===== src/rtl/pulse_hit_extractor.sv =====
module pulse_hit_extractor #(
  parameter int SW      = 12,
  parameter int QW      = 20,
  parameter int TW      = 10,
  parameter int LW      = 6,
  parameter int PED_LEN = 16,
  parameter int PED_GAP = 4
) (
  input  logic                 clk,
  input  logic                 rst,
  input  logic                 smp_valid,
  input  logic [SW-1:0]        smp_data,
  input  logic                 smp_first,
  input  logic                 smp_last,
  input  logic [SW-1:0]        slope_thr,
  input  logic [LW-1:0]        int_len,
  input  logic                 rec_ready,
  output logic                 rec_valid,
  output logic [1:0]           rec_hits,
  output logic signed [QW-1:0] rec_q0,
  output logic [TW-1:0]        rec_t0,
  output logic signed [QW-1:0] rec_q1,
  output logic [TW-1:0]        rec_t1,
  output logic                 supp_flag
);
  localparam int PLOG = $clog2(PED_LEN);
  localparam int PW   = SW + PLOG;
  localparam int HMIN = PED_LEN + PED_GAP;
  localparam logic signed [QW-1:0] QMAX = {1'b0, {(QW-1){1'b1}}};
  localparam logic signed [QW-1:0] QMIN = {1'b1, {(QW-1){1'b0}}};

  typedef enum logic [1:0] {S_ARM, S_INT, S_WAIT} st_t;

  logic [SW-1:0]        prev;
  logic [TW-1:0]        idx;
  logic [PW-1:0]        pacc;
  st_t                  st, st_n;
  logic [LW-1:0]        cnt, cnt_n;
  logic [1:0]           nh, nh_n;
  logic signed [QW-1:0] q [2];
  logic signed [QW-1:0] q_n [2];
  logic [TW-1:0]        t [2];
  logic [TW-1:0]        t_n [2];

  logic [TW-1:0]        cur;
  logic [SW-1:0]        ped;
  logic signed [SW:0]   diff, term;
  logic                 above, hit, end_smp;

  assign cur     = smp_first ? '0 : idx;
  assign ped     = pacc[PW-1:PLOG];
  assign diff    = $signed({1'b0, smp_data}) - $signed({1'b0, prev});
  assign term    = $signed({1'b0, smp_data}) - $signed({1'b0, ped});
  assign above   = diff > $signed({1'b0, slope_thr});
  assign hit     = (st == S_ARM) && (cur >= TW'(HMIN)) && above && (nh != 2'd2);
  assign end_smp = smp_valid && smp_last;

  function automatic logic signed [QW-1:0] sat_add(input logic signed [QW-1:0] a,
                                                   input logic signed [SW:0] b);
    logic [QW:0] s;
    s = {a[QW-1], a} + {{(QW-SW){b[SW]}}, b};
    if (s[QW] != s[QW-1]) return s[QW] ? QMIN : QMAX;
    return s[QW-1:0];
  endfunction

  always_comb begin
    st_n  = st;
    cnt_n = cnt;
    nh_n  = nh;
    q_n   = q;
    t_n   = t;
    if (smp_valid) begin
      case (st)
        S_ARM: if (hit) begin
          q_n[nh[0]] = {{(QW-SW-1){term[SW]}}, term};
          t_n[nh[0]] = cur;
          nh_n       = nh + 2'd1;
          cnt_n      = int_len - LW'(1);
          st_n       = (int_len <= LW'(1)) ? S_WAIT : S_INT;
        end
        S_INT: begin
          q_n[nh[1]] = sat_add(q[nh[1]], term);
          cnt_n      = cnt - LW'(1);
          if (cnt == LW'(1)) st_n = S_WAIT;
        end
        S_WAIT: if (!above) st_n = S_ARM;
        default: st_n = S_ARM;
      endcase
    end
  end

  always_ff @(posedge clk) begin
    if (rst) begin
      prev      <= '0;
      idx       <= '0;
      pacc      <= '0;
      st        <= S_ARM;
      cnt       <= '0;
      nh        <= '0;
      for (int i = 0; i < 2; i++) begin
        q[i] <= '0;
        t[i] <= '0;
      end
      rec_valid <= 1'b0;
      rec_hits  <= '0;
      rec_q0    <= '0;
      rec_t0    <= '0;
      rec_q1    <= '0;
      rec_t1    <= '0;
      supp_flag <= 1'b0;
    end else begin
      supp_flag <= end_smp && (nh_n == 2'd0);
      if (end_smp && (nh_n != 2'd0)) begin
        rec_valid <= 1'b1;
        rec_hits  <= nh_n;
        rec_q0    <= q_n[0];
        rec_t0    <= t_n[0];
        rec_q1    <= q_n[1];
        rec_t1    <= t_n[1];
      end else if (rec_ready) begin
        rec_valid <= 1'b0;
      end
      if (smp_valid) begin
        prev <= smp_data;
        idx  <= cur + 1'b1;
        if (cur == '0)                pacc <= PW'(smp_data);
        else if (cur < TW'(PED_LEN))  pacc <= pacc + PW'(smp_data);
        if (smp_last) begin
          st  <= S_ARM;
          cnt <= '0;
          nh  <= '0;
          for (int i = 0; i < 2; i++) begin
            q[i] <= '0;
            t[i] <= '0;
          end
        end else begin
          st  <= st_n;
          cnt <= cnt_n;
          nh  <= nh_n;
          q   <= q_n;
          t   <= t_n;
        end
      end
    end
  end
endmodule


===== config.mk =====
export PLATFORM = sky130hd
export DESIGN_NAME = pulse_hit_extractor
export DESIGN_NICKNAME = d
export VERILOG_FILES = /design/src/rtl/pulse_hit_extractor.sv
export SDC_FILE = /design/constraint.sdc
export NUM_CORES = 1
export LEC_CHECK = 0
export ABC_CLOCK_PERIOD_IN_PS = 13200
export BUFFER_PORTS_ARGS = -buffer_cell sky130_fd_sc_hd__buf_2
export CAP_MARGIN = 20
export CORE_UTILIZATION = 55
export CTS_CLUSTER_SIZE = 10
export DETAILED_ROUTE_END_ITERATION = 8
export GPL_TIMING_DRIVEN = 0
export PLACE_DENSITY_LB_ADDON = 0.2
export SYNTH_ARGS = -nofsm -noshare
export SYNTH_HDL_FRONTEND = slang
export SYNTH_SLANG_ARGS = --single-unit

===== constraint.sdc =====
create_clock -name clk -period 13.2 [get_ports clk]
set_input_delay 1.32 -clock clk [delete_from_list [all_inputs] [get_ports clk]]
set_output_delay 1.32 -clock clk [all_outputs]
set_load 0.05 [all_outputs]

Yosys cells after proc, flatten, opt, wreduce, memory -nomap -nowiden:

Index checks and enable logic that the tools add are counted.

* register bits: 172
* input port bits: 36
* output and inout bits: 64
* logic and storage cells: 107

* add/subtract/negate cells: 8
* magnitude comparators: 8
* equality and inequality tests: 8
* muxes and demuxes: 46
* bitwise logic cells: 2
* reduce and logical (&&, ||, !) cells: 18

Operators by type and width (count)
* $mux 20: 14
* $mux 40: 3
* $bwmux 40: 2
* $pmux 40 s2: 1
* $demux 20 s1: 2
* $mux 16: 2
* $sub 12x12->13: 2
* $add 20x13->21: 1
* $bwmux 20: 1
* $mux 10: 2
* $mux 2: 9
* $add 16x12->16: 1
* $gt 13x13->1: 1
* $mux 6: 2
* $pmux 6 s2: 1
* $sub 6x1->6 const B: 2
* $add 10x1->10 const B: 1
* $demux 10 s1: 1
* $ge 10x5->1 const B: 1
* $logic_not 10->1: 1
* $lt 10x5->1 const B: 1
* $ne 3x3->1 const B: 3
* $logic_and 1x1->1: 8
* $eq 6x1->1 const B: 1
* other kinds (17): 27

Longest topological paths before layout:

* word-level depth: 16
* mapped depth: 24
* gate-level depth less buffers: 23

Worst setup path before layout:

No wires, ideal clock.

* path type: input-to-reg
* start point: input port smp_data[0]
* end point: register rec_q1[3]
* data arrival time: 5.465 ns
* required time: 13.068 ns
* path slack: 7.603 ns
* stages: 20
* buffers on the path: 1
* path through: inv_1 > ha_1 > fa_1 > nand2b_1 > a21oi_1 > nor3_1 > o21ai_0 > a31oi_1 > ha_1 > a21o_1 > a211o_1 > o31ai_1 > o21ai_0 > or3_4 > a21oi_4 > buf_6 > a21oi_2 > a221o_1 > a211oi_2 > nor3_1

* word-level cells in the longest chain between the ends: 12

RTL lines
* start: declaration: RTL line 12 `input logic [SW-1:0] smp_data,`
* $sub 12x12->13: RTL line 53 `assign term = $signed({1'b0, smp_data}) - $signed({1'b0, ped});`
* $add 20x13->21: RTL line 61 `s = {a[QW-1], a} + {{(QW-SW){b[SW]}}, b};`
* $ne 1x1->1: RTL line 62 `if (s[QW] != s[QW-1]) return s[QW] ? QMIN : QMAX;`
* $mux 1: RTL line 62
* $mux 1: RTL line 73 `case (st)`
* $mux 1: RTL line 72 `if (smp_valid) begin`
* $mux 20: RTL line 63 `return s[QW-1:0];`
* $mux 20: RTL line 73
* $mux 20: RTL line 72
* $bwmux 40: RTL line 82 `q_n[nh[1]] = sat_add(q[nh[1]], term);`
* $pmux 40 s2: RTL line 73
* $mux 40: RTL line 72
* end signal: assignment: RTL line 118 `rec_q1 <= q_n[1];`
* end: declaration: RTL line 22 `output logic signed [QW-1:0] rec_q1,`

Parallel ways exist; a longest one is shown, timed or not. The select of a mux whose other input is x is not followed.
A chain may end at the register's enable or synchronous reset.

Worst setup path after layout:

* start point: input port smp_data[0]
* end point: register q[15] (netlist name)

* word-level cells in the longest chain between the ends: 13

RTL lines
* $sub 12x12->13: RTL line 53
* $add 20x13->21: RTL line 61
* $ne 1x1->1: RTL line 62
* $mux 1: RTL line 62
* $mux 1: RTL line 73
* $mux 1: RTL line 72
* $mux 20: RTL line 63
* $mux 20: RTL line 73
* $mux 20: RTL line 72
* $bwmux 40: RTL line 82
* $pmux 40 s2 (*): RTL line 73
* $mux 40 (*): RTL line 72
* $mux 40 (*): RTL line 128 `if (smp_last) begin`
* end signal: assignment: RTL line 140 `q <= q_n;`
* end: declaration: RTL line 40 `logic signed [QW-1:0] q [2];`

Mark *: on every way between the ends. The rest lies on a longest branch, timed or not. The select of a mux whose other input is x is not followed.

==> metrics.cfg <==
[placed_design]
dp_hpwl_um = 27400
pre_cts_slack_ps = 6330
numPortBuffers = 98
gp_congestion = 1.01

[worst_hold_path]
min-delay-path-class = register to register

[route]
vias_per_cell = 6.22
wl_per_cell_um = 20.3
firstDrtPassIters = 8
drc = 0
wirelength_um = 36600
ant_nets = 0
drtIter0Drc = 1153
vias = 11200

[timing]
rsz0062_at_grt = false
setup_tns_ps = 0
setup_viol = 0
fmaxAchievable_ghz = 0.151
finalWorstSetupSlack_ps = 6580
finClkSkew_ps = 13.7
fin_crit_ps = 6620
finalHoldViolCount = 0
fin_crit_sh_pct = 50.2
tightest_slew_ps = 980
relSlewSlack_pct = 34.4
slew_viol_final = 0

[floorplan]
rows = 51
die_h_um = 144
io_pins = 100
core_um2 = 19700
dieArea_um2 = 20800
die_w_um = 144
initial_utilization_pct = 56.7

[final_layout]
nFillCells = 1778
multi_input_area_um2 = 7120
syn_to_final_growth_pct = 13.2
diodes = 0
nets = 1643
register_area_um2 = 3440
layout_commonest_cell = nor2_1
drive_above_1_share_pct = 12.7
final_cell_mix = nor2_1 (210), dfxtp_1 (172), nand2_1 (135)

[grt]
antenna_found_initial = 0
grt_pass1_vias = 10300
grt_overflow = 0
grt_first_pass_wirelength_um = 56400
grtUsageTotal_pct = 35.8
grt_max_degree = 21

[clock_tree]
cts_made_buffers = 17
cts_tree = built
worstSkewPairLatency_ps = 450
cts_setup_buffers = 0
post_cts_resized = 0
cts_htree_levels = 4
ctsLongestPathBuffers = 2
path_clk_slew_ps = 80
holdBufCountCts = 0
cts_num_sinks = 172
cts_root_buf = clkbuf_16

[logic_synthesis]
ys_types = 84
synth_compound_area_share_pct = 26.2
synth-adder-area-share_pct = 9.31
synth_top_area_share_pct = 30.9
synth_area_leaders = dfxtp_1 (31%), ha_1 (8.4%), nor2_1 (7.1%), nand2_1 (4.5%), o21ai_0 (4.0%)
avgSynthCellArea_um2 = 7.91
synth_top_family_by_area = compound AO/OA/AOI/OAI gates
synth-seq-cells = 172
synth_nets = 1525
synthesis.area_um2 = 11200
yosysSeqAreaShare_pct = 30.9
synthMuxAreaShare_pct = 3.86
synth_xor_area_share_pct = 4.16
synthArstFlopShare_pct = 0
synth-simple-area-share_pct = 20.4
postSynthCellCount = 1410
synthFlopType = dfxtp_1
yosys.area.top_type = dfxtp_1
synth-edff-count = 0
yosysWarnings = 0

[worst_setup_path]
cp.buffers_inverters = 5
endpoint_kind = register
crit_path_max_fanout = 10
max_stage_delay_ps = 600
crit_family = compound AO/OA/AOI/OAI gates
critPathRequiredTime_ps = 13510
critical_path.cell_chain = buf_2 -> inv_1 -> ha_1 -> fa_1 -> nand2b_1 -> a21oi_1 -> nor3_1 -> o21ai_0 -> a31oi_1 -> buf_4 -> ha_1 -> clkbuf_1 -> a21oi_1 -> nor2_1 -> o31ai_1 -> o21ai_0 -> or3_4 -> nand3_2 -> buf_2 -> o21ai_1 -> a221oi_1 -> a2bb2oi_1 -> nor2_1
critPathArrivalTime_ps = 6930
critical_path_class = primary input to register
cp_slowest_cell = a221oi_1
cp-start-kind = primary input

[power_and_ir_drop]
peakVddDrop_mv = 0.0850
power_density_nw_per_um2 = 106
switching_share_pct = 32.9
p_leak_nw = 5.05
clockPowerShare_pct = 40.6
combinationalPowerShare_pct = 19.7
seqPwrFrac_pct = 39.7
p_int_uw = 899
switching_power_uw = 440

[flow_run]
cap_violations = 0

[status]
status = finished, final reports clean

-- worst register-to-register path: cells and delay by family, from the launching register on --
kind | cells | cell delay (ps)
adder cells (fa/ha/maj) | 2 | 660
buffers and inverters | 4 | 2000
AND/OR/NAND/NOR | 3 | 530
flip-flops | 1 | 340
multiplexers | 1 | 440
AO/OA/AOI/OAI | 7 | 2230
-- cells by family (layout without fill, tap and decap cells) --
kind of cell,count (synthesis),count (layout)
adder cells (fa/ha/maj),81,81
AO/OA/AOI/OAI,422,422
flip-flops,172,172
XOR/XNOR,53,53
buffers and inverters,145,276
AND/OR/NAND/NOR,497,497
multiplexers,40,40
-- power by group through the flow --
stage | combinational [mW] | sequential [mW] | clock [mW]
2_1_floorplan | 0.185 | 0.542 | 0
6_report | 0.263 | 0.531 | 0.544
3_3_place_gp | 0.250 | 0.543 | 0
3_5_place_dp | 0.255 | 0.543 | 0
5_1_grt | 0.288 | 0.532 | 0.564
4_1_cts | 0.257 | 0.531 | 0.544
-- cell type report --
class / instances / share of cell area, %
inverter: 70 / 2.08
buffer: 75 / 2.55
multi-input combinational: 1093 / 56.4
clock buffer: 17 / 3.37
timing repair buffer: 99 / 3.95
tap: 265 / 2.63
sequential: 172 / 27.3
clock inverter: 15 / 1.70
-- synth_stat cells (all sizes together) (5+ instances only) --
cell and n:
nor2 210, dfxtp 172, nand2 135, o21ai 103
a21oi 81, ha 75, inv 70, clkbuf 50
a211oi 48, nor3 45, xnor2 36, a22oi 30
buf 25, mux2 24, a21o 23, a311oi 23
nor2b 23, nand2b 20, xor2 17, mux2i 16
nand3 16, a221oi 12, o21a 12, nor4 11
and2 10, a22o 9, o31ai 9, a222oi 7
a31oi 7, a2111oi 6, nand4 6, o211ai 6
or3 6, o221ai 5
-- flip-flops by register name, summed over array words and instances, names as in the netlist, 2 cells and up --
| name | cells |
|---|---|
| rec_q0 | 20 |
| q | 40 |
| rec_t1 | 10 |
| idx | 10 |
| rec_hits | 2 |
| nh | 2 |
| pacc | 16 |
| st | 2 |
| prev | 12 |
| t | 20 |
| cnt | 6 |
| rec_q1 | 20 |
| rec_t0 | 10 |
-- per-stage QoR --
step	instances	power [mW]	cell area [um^2]	hold WS [ps]	util, %
3_3_place_gp	1773	0.793	12000	454	60.9
6_report	1806	1.34	12600	483	64.2
2_1_floorplan	1410	0.727	11200	439	-
4_1_cts	1806	1.33	12600	483	64.2
3_5_place_dp	1774	0.799	12000	469	61.0
5_1_grt	1806	1.38	12600	504	64.2
-- routing by layer --
| layer | wire length, um | GRT usage, % | share of wire (%) |
|---|---|---|---|
| met5 | 0 | 0 | 0 |
| met1 | 15700 | 47.1 | 43 |
| met4 | 1390 | 15.6 | 3.8 |
| met2 | 16400 | 56.9 | 45 |
| met3 | 3090 | 6.69 | 8.4 |
-- path summary, 6_finish.rpt --
check / from / to / slack (ps) / depth (start not counted)
min: idx[0]$_SDFFE_PP0P_ / idx[0]$_SDFFE_PP0P_ / 480 / 2
max reg2reg: nh[1]$_SDFFE_PP0P_ / q[15]$_SDFFE_PP0P_ / 6870 / 17
min reg2reg: idx[0]$_SDFFE_PP0P_ / idx[0]$_SDFFE_PP0P_ / 480 / 2
max: smp_data[0] / q[15]$_SDFFE_PP0P_ / 6580 / 23
Power figures use the tool's default switching activity.
